[config.mk]
export PLATFORM = sky130hd
export DESIGN_NAME = edge_capture_unit
export DESIGN_NICKNAME = d
export VERILOG_FILES = /design/src/rtl/cap_pkg.sv /design/src/rtl/cap_sync.sv /design/src/rtl/cap_qual.sv /design/src/rtl/cap_hold.sv /design/src/rtl/edge_capture_unit.sv
export SDC_FILE = /design/constraint.sdc
export NUM_CORES = 1
export LEC_CHECK = 0
export ABC_AREA = 1
export CAP_MARGIN = 30
export CORE_UTILIZATION = 42
export CTS_CLUSTER_SIZE = 24
export DETAILED_ROUTE_END_ITERATION = 6
export PLACE_DENSITY = 0.78
export REMOVE_ABC_BUFFERS = 1
export SLEW_MARGIN = 25
export SYNTH_ARGS = -nofsm -noshare
export SYNTH_HDL_FRONTEND = slang
export SYNTH_SLANG_ARGS = --single-unit
[constraint.sdc]
create_clock -name clk -period 1.7 [get_ports clk]
set_input_delay 0.425 -clock clk [delete_from_list [all_inputs] [get_ports clk]]
set_output_delay 0.425 -clock clk [all_outputs]
set_load 0.02 [all_outputs]
[src/rtl/cap_pkg.sv]
package cap_pkg;

   localparam logic [3:0] MODE_OFF   = 4'b0000;
   localparam logic [3:0] MODE_FALL  = 4'b0100;
   localparam logic [3:0] MODE_RISE  = 4'b0101;
   localparam logic [3:0] MODE_DIVLO = 4'b0110;
   localparam logic [3:0] MODE_DIVHI = 4'b0111;

   typedef enum logic [2:0] {
      SEL_IDLE  = 3'd0,
      SEL_FALL  = 3'd1,
      SEL_RISE  = 3'd2,
      SEL_DIVLO = 3'd3,
      SEL_DIVHI = 3'd4
   } ev_sel_e;

   function automatic ev_sel_e decode_mode(input logic [3:0] m);
      ev_sel_e s;
      case (m)
         MODE_FALL:  s = SEL_FALL;
         MODE_RISE:  s = SEL_RISE;
         MODE_DIVLO: s = SEL_DIVLO;
         MODE_DIVHI: s = SEL_DIVHI;
         default:    s = SEL_IDLE;
      endcase
      return s;
   endfunction

   function automatic bit is_pow2(input int v);
      return (v > 0) && ((v & (v - 1)) == 0);
   endfunction

endpackage

[src/rtl/cap_sync.sv]
module cap_sync #(
   parameter int STAGES = 2
) (
   input  logic clk,
   input  logic rst_n,
   input  logic d_i,
   output logic rise_o,
   output logic fall_o
);
   localparam int LAST = STAGES;

   logic [LAST:0] sh_q;

   if (STAGES < 2) begin : g_bad_stages
      $error("cap_sync: STAGES must be at least 2");
   end

   always_ff @(posedge clk or negedge rst_n) begin
      if (!rst_n) sh_q[0] <= 1'b0;
      else        sh_q[0] <= d_i;
   end

   for (genvar i = 1; i <= LAST; i++) begin : g_stage
      always_ff @(posedge clk or negedge rst_n) begin
         if (!rst_n) sh_q[i] <= 1'b0;
         else        sh_q[i] <= sh_q[i-1];
      end
   end

   assign rise_o = sh_q[LAST-1] & ~sh_q[LAST];
   assign fall_o = ~sh_q[LAST-1] & sh_q[LAST];

   AST_RISE_ONE_CYCLE: assert property (@(posedge clk) disable iff (!rst_n)
      rise_o |=> !rise_o) else $error("rise lasted more than one cycle");
   AST_FALL_ONE_CYCLE: assert property (@(posedge clk) disable iff (!rst_n)
      fall_o |=> !fall_o) else $error("fall lasted more than one cycle");

endmodule

[src/rtl/cap_qual.sv]
module cap_qual
   import cap_pkg::*;
#(
   parameter int DIV_LO = 4,
   parameter int DIV_HI = 16
) (
   input  logic    clk,
   input  logic    rst_n,
   input  ev_sel_e sel_i,
   input  logic    rise_i,
   input  logic    fall_i,
   output logic    fire_o
);
   localparam int PW   = $clog2(DIV_HI);
   localparam int LO_W = $clog2(DIV_LO);

   if (!is_pow2(DIV_LO) || !is_pow2(DIV_HI) || DIV_LO < 2 || DIV_LO >= DIV_HI) begin : g_bad_div
      $error("cap_qual: dividers must be powers of two with 2 <= DIV_LO < DIV_HI");
   end

   logic [PW-1:0] cnt_q;
   logic          divided;
   logic          lo_wrap;
   logic          hi_wrap;

   assign divided = (sel_i == SEL_DIVLO) || (sel_i == SEL_DIVHI);
   assign lo_wrap = (cnt_q[LO_W-1:0] == {LO_W{1'b1}});
   assign hi_wrap = (cnt_q == {PW{1'b1}});

   always_ff @(posedge clk or negedge rst_n) begin
      if (!rst_n)                 cnt_q <= '0;
      else if (sel_i == SEL_IDLE) cnt_q <= '0;
      else if (divided && rise_i) cnt_q <= cnt_q + 1'b1;
   end

   always_comb begin
      unique case (sel_i)
         SEL_FALL:  fire_o = fall_i;
         SEL_RISE:  fire_o = rise_i;
         SEL_DIVLO: fire_o = rise_i & lo_wrap;
         SEL_DIVHI: fire_o = rise_i & hi_wrap;
         default:   fire_o = 1'b0;
      endcase
   end

   AST_IDLE_EMPTIES: assert property (@(posedge clk) disable iff (!rst_n)
      (sel_i == SEL_IDLE) |=> (cnt_q == '0)) else $error("prescaler not emptied");
   AST_IDLE_NO_FIRE: assert property (@(posedge clk) disable iff (!rst_n)
      (sel_i == SEL_IDLE) |-> !fire_o) else $error("fire while idle");
   AST_LO_SPACING: assert property (@(posedge clk) disable iff (!rst_n)
      (fire_o && sel_i == SEL_DIVLO) |=> (cnt_q[LO_W-1:0] == '0)) else $error("low divider misaligned");
   AST_HI_SPACING: assert property (@(posedge clk) disable iff (!rst_n)
      (fire_o && sel_i == SEL_DIVHI) |=> (cnt_q == '0)) else $error("high divider misaligned");
   AST_KEEP_ON_SWITCH: assert property (@(posedge clk) disable iff (!rst_n)
      (divided && !rise_i) |=> $stable(cnt_q)) else $error("prescaler changed without edge");

endmodule

[src/rtl/cap_hold.sv]
module cap_hold #(
   parameter int TW = 16
) (
   input  logic          clk,
   input  logic          rst_n,
   input  logic          fire_i,
   input  logic [TW-1:0] timer_i,
   input  logic          clr_i,
   output logic [TW-1:0] value_o,
   output logic          flag_o
);
   if (TW < 1) begin : g_bad_tw
      $error("cap_hold: TW must be positive");
   end

   always_ff @(posedge clk or negedge rst_n) begin
      if (!rst_n)      value_o <= '0;
      else if (fire_i) value_o <= timer_i;
   end

   always_ff @(posedge clk or negedge rst_n) begin
      if (!rst_n)      flag_o <= 1'b0;
      else if (fire_i) flag_o <= 1'b1;
      else if (clr_i)  flag_o <= 1'b0;
   end

   AST_VALUE_LOAD: assert property (@(posedge clk) disable iff (!rst_n)
      fire_i |=> (value_o == $past(timer_i))) else $error("capture missed timer");
   AST_VALUE_HOLD: assert property (@(posedge clk) disable iff (!rst_n)
      !fire_i |=> $stable(value_o)) else $error("value changed without capture");
   AST_FLAG_STICKY: assert property (@(posedge clk) disable iff (!rst_n)
      (flag_o && !clr_i) |=> flag_o) else $error("flag dropped without clear");
   AST_CAPTURE_WINS: assert property (@(posedge clk) disable iff (!rst_n)
      (fire_i && clr_i) |=> flag_o) else $error("clear beat capture");

endmodule

[src/rtl/edge_capture_unit.sv]
module edge_capture_unit
   import cap_pkg::*;
#(
   parameter int TW          = 16,
   parameter int SYNC_STAGES = 2,
   parameter int DIV_LO      = 4,
   parameter int DIV_HI      = 16
) (
   input  logic          clk,
   input  logic          rst_n,
   input  logic          pin_i,
   input  logic [TW-1:0] timer_i,
   input  logic [3:0]    mode_i,
   input  logic          flag_clr_i,
   output logic [TW-1:0] cap_value_o,
   output logic          flag_o
);
   ev_sel_e sel;
   logic    rise;
   logic    fall;
   logic    fire;

   assign sel = decode_mode(mode_i);

   cap_sync #(.STAGES(SYNC_STAGES)) u_sync (
      .clk    (clk),
      .rst_n  (rst_n),
      .d_i    (pin_i),
      .rise_o (rise),
      .fall_o (fall)
   );

   cap_qual #(.DIV_LO(DIV_LO), .DIV_HI(DIV_HI)) u_qual (
      .clk    (clk),
      .rst_n  (rst_n),
      .sel_i  (sel),
      .rise_i (rise),
      .fall_i (fall),
      .fire_o (fire)
   );

   cap_hold #(.TW(TW)) u_hold (
      .clk     (clk),
      .rst_n   (rst_n),
      .fire_i  (fire),
      .timer_i (timer_i),
      .clr_i   (flag_clr_i),
      .value_o (cap_value_o),
      .flag_o  (flag_o)
   );

   AST_FALL_MODE_IGNORES_RISE: assert property (@(posedge clk) disable iff (!rst_n)
      (mode_i == MODE_FALL && rise && !flag_o) |=> !flag_o) else $error("rise captured in fall mode");

endmodule

# --- Yosys cells after proc, flatten, opt, wreduce, memory -nomap -nowiden ---
# Cells that the tools add are included.
classes:
  n_addsub: 1
  div: 0
  bitwise_logic: 6
  multipliers: 0
  n_eq_ne: 10
  mux: 6
  magnitude_cmp: 0
  shifts: 0
  n_reduce_logical: 5
op_table:
  columns: ["op", "n"]
  rows:
  - ["$eq A4 B3 Y1 const B", 4]
  - ["$pmux W3 S4", 1]
  - ["$mux W4", 2]
  - ["$eq A3 B2 Y1 const B", 2]
  - ["$add A4 B1 Y4 const B", 1]
  - ["$and A1 B1 Y1", 4]
  - ["$eq A4 B4 Y1 const B", 1]
  - ["$pmux W1 S4", 1]
  - ["$reduce_bool A2 Y1", 2]
  - ["$eq A3 B1 Y1 const B", 1]
  - ["$eq A3 B3 Y1 const B", 1]
  - ["$logic_not A3 Y1", 1]
  - ["$eq A2 B2 Y1 const B", 1]
  - ["$mux W1", 2]
  - ["$not A1 Y1", 2]
  - ["$logic_and A1 B1 Y1", 1]
  - ["$logic_or A1 B1 Y1", 1]
word_totals:
  wordCells: 34
  latchBits: 0
  reg_bits: 24
  mem_bits_rw: 0
  rom_bits: 0
  mem_count: 0
  inputBits: 24

# --- Longest topological paths before layout ---
logic_depth:
  word_depth: 7
  ltp_mapped: 9
  ltp_nobuf: 8

# --- Cells and area by module ---
# Synthesis repeated with hierarchy kept, for this count alone.
unflattened:
  hier_cells: 129
  area_unflattened_um2: 1106.1
modules_own_cells:
  columns: ["module", "seq_area_each_um2", "area_per_inst_um2", "instances", "cells_each"]
  rows:
  - ["cap_hold", 425.4, 675.6, 1, 72]
  - ["cap_qual", 100.1, 296.5, 1, 42]
  - ["cap_sync", 75.1, 90.1, 1, 7]
  - ["edge_capture_unit", 0.0, 43.8, 1, 8]

# --- Worst setup path before layout ---
# Ideal clock, no wire load.
synth_path:
  kind: "input -> register"
  from: "input port mode_i[3]"
  to: "register u_hold.value_o[0]"
  path_slack_ps: 355
  n_path_buf: 1
  t_required_ps: 1583
  stages: 9
  arrival_time_ps: 1228
  setup_time_ps: 117
  cell_sequence: "inv_1 > nand2_1 > nor2_4 > nand2_4 > nand2_4 > nand2_4 > buf_6 > nand2_1 > nand2_1"
synth_via:
  elab_chain_len: 4
  elab_cells_between_ends: 10
synth_lines:
  columns: ["item", "line", "rtl"]
  rows:
  - ["from (decl)", "edge_capture_unit.sv:13", "input logic [3:0] mode_i,"]
  - ["$eq A4 B3 Y1", "cap_pkg.sv:19", "case (m)"]
  - ["$pmux W3 S4 *", "cap_pkg.sv:19", null]
  - ["$eq A3 B3 Y1 (tied with other cells)", "cap_qual.sv:37", "unique case (sel_i)"]
  - ["$pmux W1 S4 *", "cap_qual.sv:37", null]
  - ["to (signal assigned)", "cap_hold.sv:18", "else if (fire_i) value_o <= timer_i;"]
  - ["to (decl)", "cap_hold.sv:9", "output logic [TW-1:0] value_o,"]
# Mark *: on every way between the ends. The rest lies on a longest branch, timed or not.
# A chain may end at the register's enable or synchronous reset.

# --- Worst setup path after layout ---
layout_path:
  from: "register u_hold.value_o[5]"
  to: "output port cap_value_o[5]"
layout_rtl:
  columns: ["item", "line", "rtl"]
  rows:
  - ["to (decl)", "edge_capture_unit.sv:15", "output logic [TW-1:0] cap_value_o,"]
# No word-level cell between the ends.

==> flow_summary_export.csv <==
group,metric,value,unit
route,dr.first_iter.drc_count,7,
worst_setup_path,critPathCaptureType,"output pin",
yosys,synth.cell_area,1035,sq um
grt,grt_pass1_vias,835,
yosys,syn_inst,113,
worst_setup_path,cp.depth,1,
floorplan,die-area,2666,sq um
power_and_ir_drop,power_leakage,0.8482,nW
power_and_ir_drop,ir_drop,504.0,uV
clock_tree,tritoncts,"built",
yosys,synth-simple-area-share,31.56,%
timing,fin_skew,1.990,ps
clock_tree,root_buffer,"clkbuf_4",
route,final_antenna_net_count,0,
yosys,ys_warn_count,0,
worst_setup_path,cp_cell_sequence,"dlygate4sd2_1",
grt,grt_max_degree,25,
worst_setup_path,reg2regPathDepth,8,
timing,fmax,680.3,MHz
floorplan,core-area,2276,sq um
timing,setup_viol,0,
finish,area_growth,47.16,%
timing,final_hold_viol_count,0,
clock_tree,postCtsSetupBuffers,0,
clock_tree,htree_num_levels,1,
worst_setup_path,criticalPathCategory,"reg2out",
yosys,synthArstFlopShare,100.0,%
worst_setup_path,cpMaxStageDelayCell,"dfrtp_1",
yosys,synth_top_family_by_area,"simple AND/OR/NAND/NOR gates",
route,avgViaCountPerCell,4.809,
worst_setup_path,cp-start-kind,"flip-flop",
timing,period_share,86.46,%
floorplan,die_w,51.64,um
yosys,yosysMostFrequentCell,"nand2_1",
yosys,synth_top_cells_by_count,"nand2_1, dfrtp_1, nand3_1, inv_1, nor2_1",
floorplan,pin_count,41,
worst_setup_path,cp_max_fo,2,
worst_setup_path,slowest_delay,410,ps
worst_setup_path,cp_data_required_time,1270,ps
place,placedCellCount,185,
yosys,synth_compound_area_share,3.748,%
yosys,synth_fa_ha_area_share,1.209,%
grt,overflow,0,
grt,antenna_found_initial,0,
worst_setup_path,path_buf_inv,1,
finish,fin_area,1523,sq um
place,io_buffers,40,
min_path,hold_path_class,"reg2reg",
clock_tree,clkTransAtPathRegs,120,ps
route,wire_per_inst,12.18,um
finish,layout-drive-gt1-share,10.63,%
floorplan,chipHeight,51.64,um
min_path,whs_path_depth,0,
worst_setup_path,worstPathArrival,1040,ps
clock_tree,clockBufferDepth,2,
finish,fin_nets,187,
status,status,"finished clean",
flow_run,maxCapViolCount,0,
yosys,synthFlopType,"dfrtp_1",
timing,maxSlewViolCount,0,
finish,antennaDiodeCount,0,
timing,worst_pin_slew,302.2,ps
finish,finalNonFillerCells,188,
route,drt_drc_violations_left,0,
timing,setup_slack,230.1,ps
grt,grt.total_usage,19.25,%
timing,rsz0062_at_grt,"no",
yosys,synth_top_area_share,58.04,%
place,post-dp-hpwl,1.784,mm
timing,tns,0,ps
clock_tree,insertion_delay,310,ps
yosys,synth_edf_count,0,
timing,min_period,1470,ps
floorplan,rows,17,
timing,relSlewSlack,79.85,%
yosys,ys_seq_area_share,58.04,%
yosys,ys_ff_latch,24,
route,dr.pass1.iters,4,
route,num_vias,904,
clock_tree,numCtsBuffers,3,
yosys,yosys.area.top_type,"dfrtp_1",
grt,grt_pass1_wl,3.712,mm
floorplan,start_util,45.46,%
place,routabilityCongestion,0.7227,
yosys,synth.avg_cell_area,9.157,sq um
yosys,synth_xor_area_share,0,%
yosys,yosysUniqueCellTypes,15,
route,wl,2.290,mm
yosys,synthTopCellsByArea,"dfrtp_1, nand2_1, nand3_1",
place,dp_slack,-102.2,ps
clock_tree,cts_sinks,24,
power_and_ir_drop,powerDensity,830.1,nW/um^2
power_and_ir_drop,total_power,1.264,mW
yosys,synthMuxAreaShare,0,%
finish,fillers,189,
worst_setup_path,crit_family,"flip-flops",
place,postPlaceCellArea,1521,sq um
==> path summary, 6_finish.rpt <==
| kind | start | endpoint | slack (ps) |
|---|---|---|---|
| worst max-delay path | u_hold.value_o[5] | cap_value_o[5] | 230 |
| worst min-delay path | u_sync.sh_q[0] | u_sync.sh_q[1] | 370 |
| max in group asynchronous | rst_n | u_sync.sh_q[2] | 1020 |
| worst min register to register | u_sync.sh_q[0] | u_sync.sh_q[1] | 370 |
| min in group asynchronous | rst_n | u_qual.cnt_q[3] | 450 |
| worst max register to register | u_sync.sh_q[2] | u_hold.value_o[12] | 420 |
==> kinds of logic after synthesis <==
| logic type | count (synthesis) |
|---|---|
| buffers and inverters | 11 |
| AND/OR/NAND/NOR | 71 |
| adder cells (fa/ha/maj) | 1 |
| flip-flops | 24 |
| AO/OA/AOI/OAI | 6 |
==> power breakdown <==
| group | internal (mW) | switching [mW] | leakage (nW) | total [mW] |
|---|---|---|---|---|
| combinational | 0.149 | 0.180 | 0.518 | 0.330 |
| clock | 0.0828 | 0.161 | 0.0138 | 0.244 |
| sequential | 0.644 | 0.0464 | 0.316 | 0.690 |
==> layout make-up <==
type | count | area [sq um] | share of cell area [%]
well taps | 28 | 35.03 | 2.301
flip-flops and latches | 24 | 600.6 | 39.44
multi-input cells | 78 | 377.9 | 24.82
inverters | 8 | 30.03 | 1.972
clock buffers | 3 | 22.52 | 1.479
repair buffers | 47 | 456.7 | 29.99
==> flip-flops by register name, summed over array words and instances (netlist names) <==
signal	flops
u_hold.value_o	16
u_qual.cnt_q	4
u_sync.sh_q	3
u_hold.flag_o	1
==> worst reg2reg max path, stage by stage (launching register included) <==
cell	delay [ps]
dfrtp_1	400
inv_1	80
nand3_2	110
nor2_4	130
nand2_4	70
nand2_4	110
nand2_4	130
nand2_1	100
nand2_1	60
==> per-stage QoR <==
step | hold slack (ps) | utilization, %
2_1_floorplan | 129.4 | -
3_3_place_gp | 333.5 | 66.85
3_5_place_dp | 341.0 | 66.85
4_1_cts | 369.3 | 66.90
5_1_grt | 386.6 | 66.90
6_report | 367.3 | 66.90
==> metal layers <==
metal / GRT usage, % / part of all wire [%]
met5: 0 / 0
met4: 5.405 / 0.44
met3: 4.386 / 6.7
met2: 34.20 / 51
met1: 23.15 / 42
==> placed cells by master, fill, tap and decap left out, drive strengths merged <==
cell,instances
nand2,46
dfrtp,24
clkdlybuf4s50,23
nand3,20
dlygate4sd2,17
inv,8
buf,7
nor2,5
a21oi,4
clkbuf,3
o22ai,1
o21ai,1
ha,1
==> repair_timing <==
action,CTS,global route
hold buffers,0,0
endpoints found under the hold margin,0,0
setup endpoints to repair,17,0
gates resized for setup,17,0
Note: power is estimated with default switching activity, not from simulation.
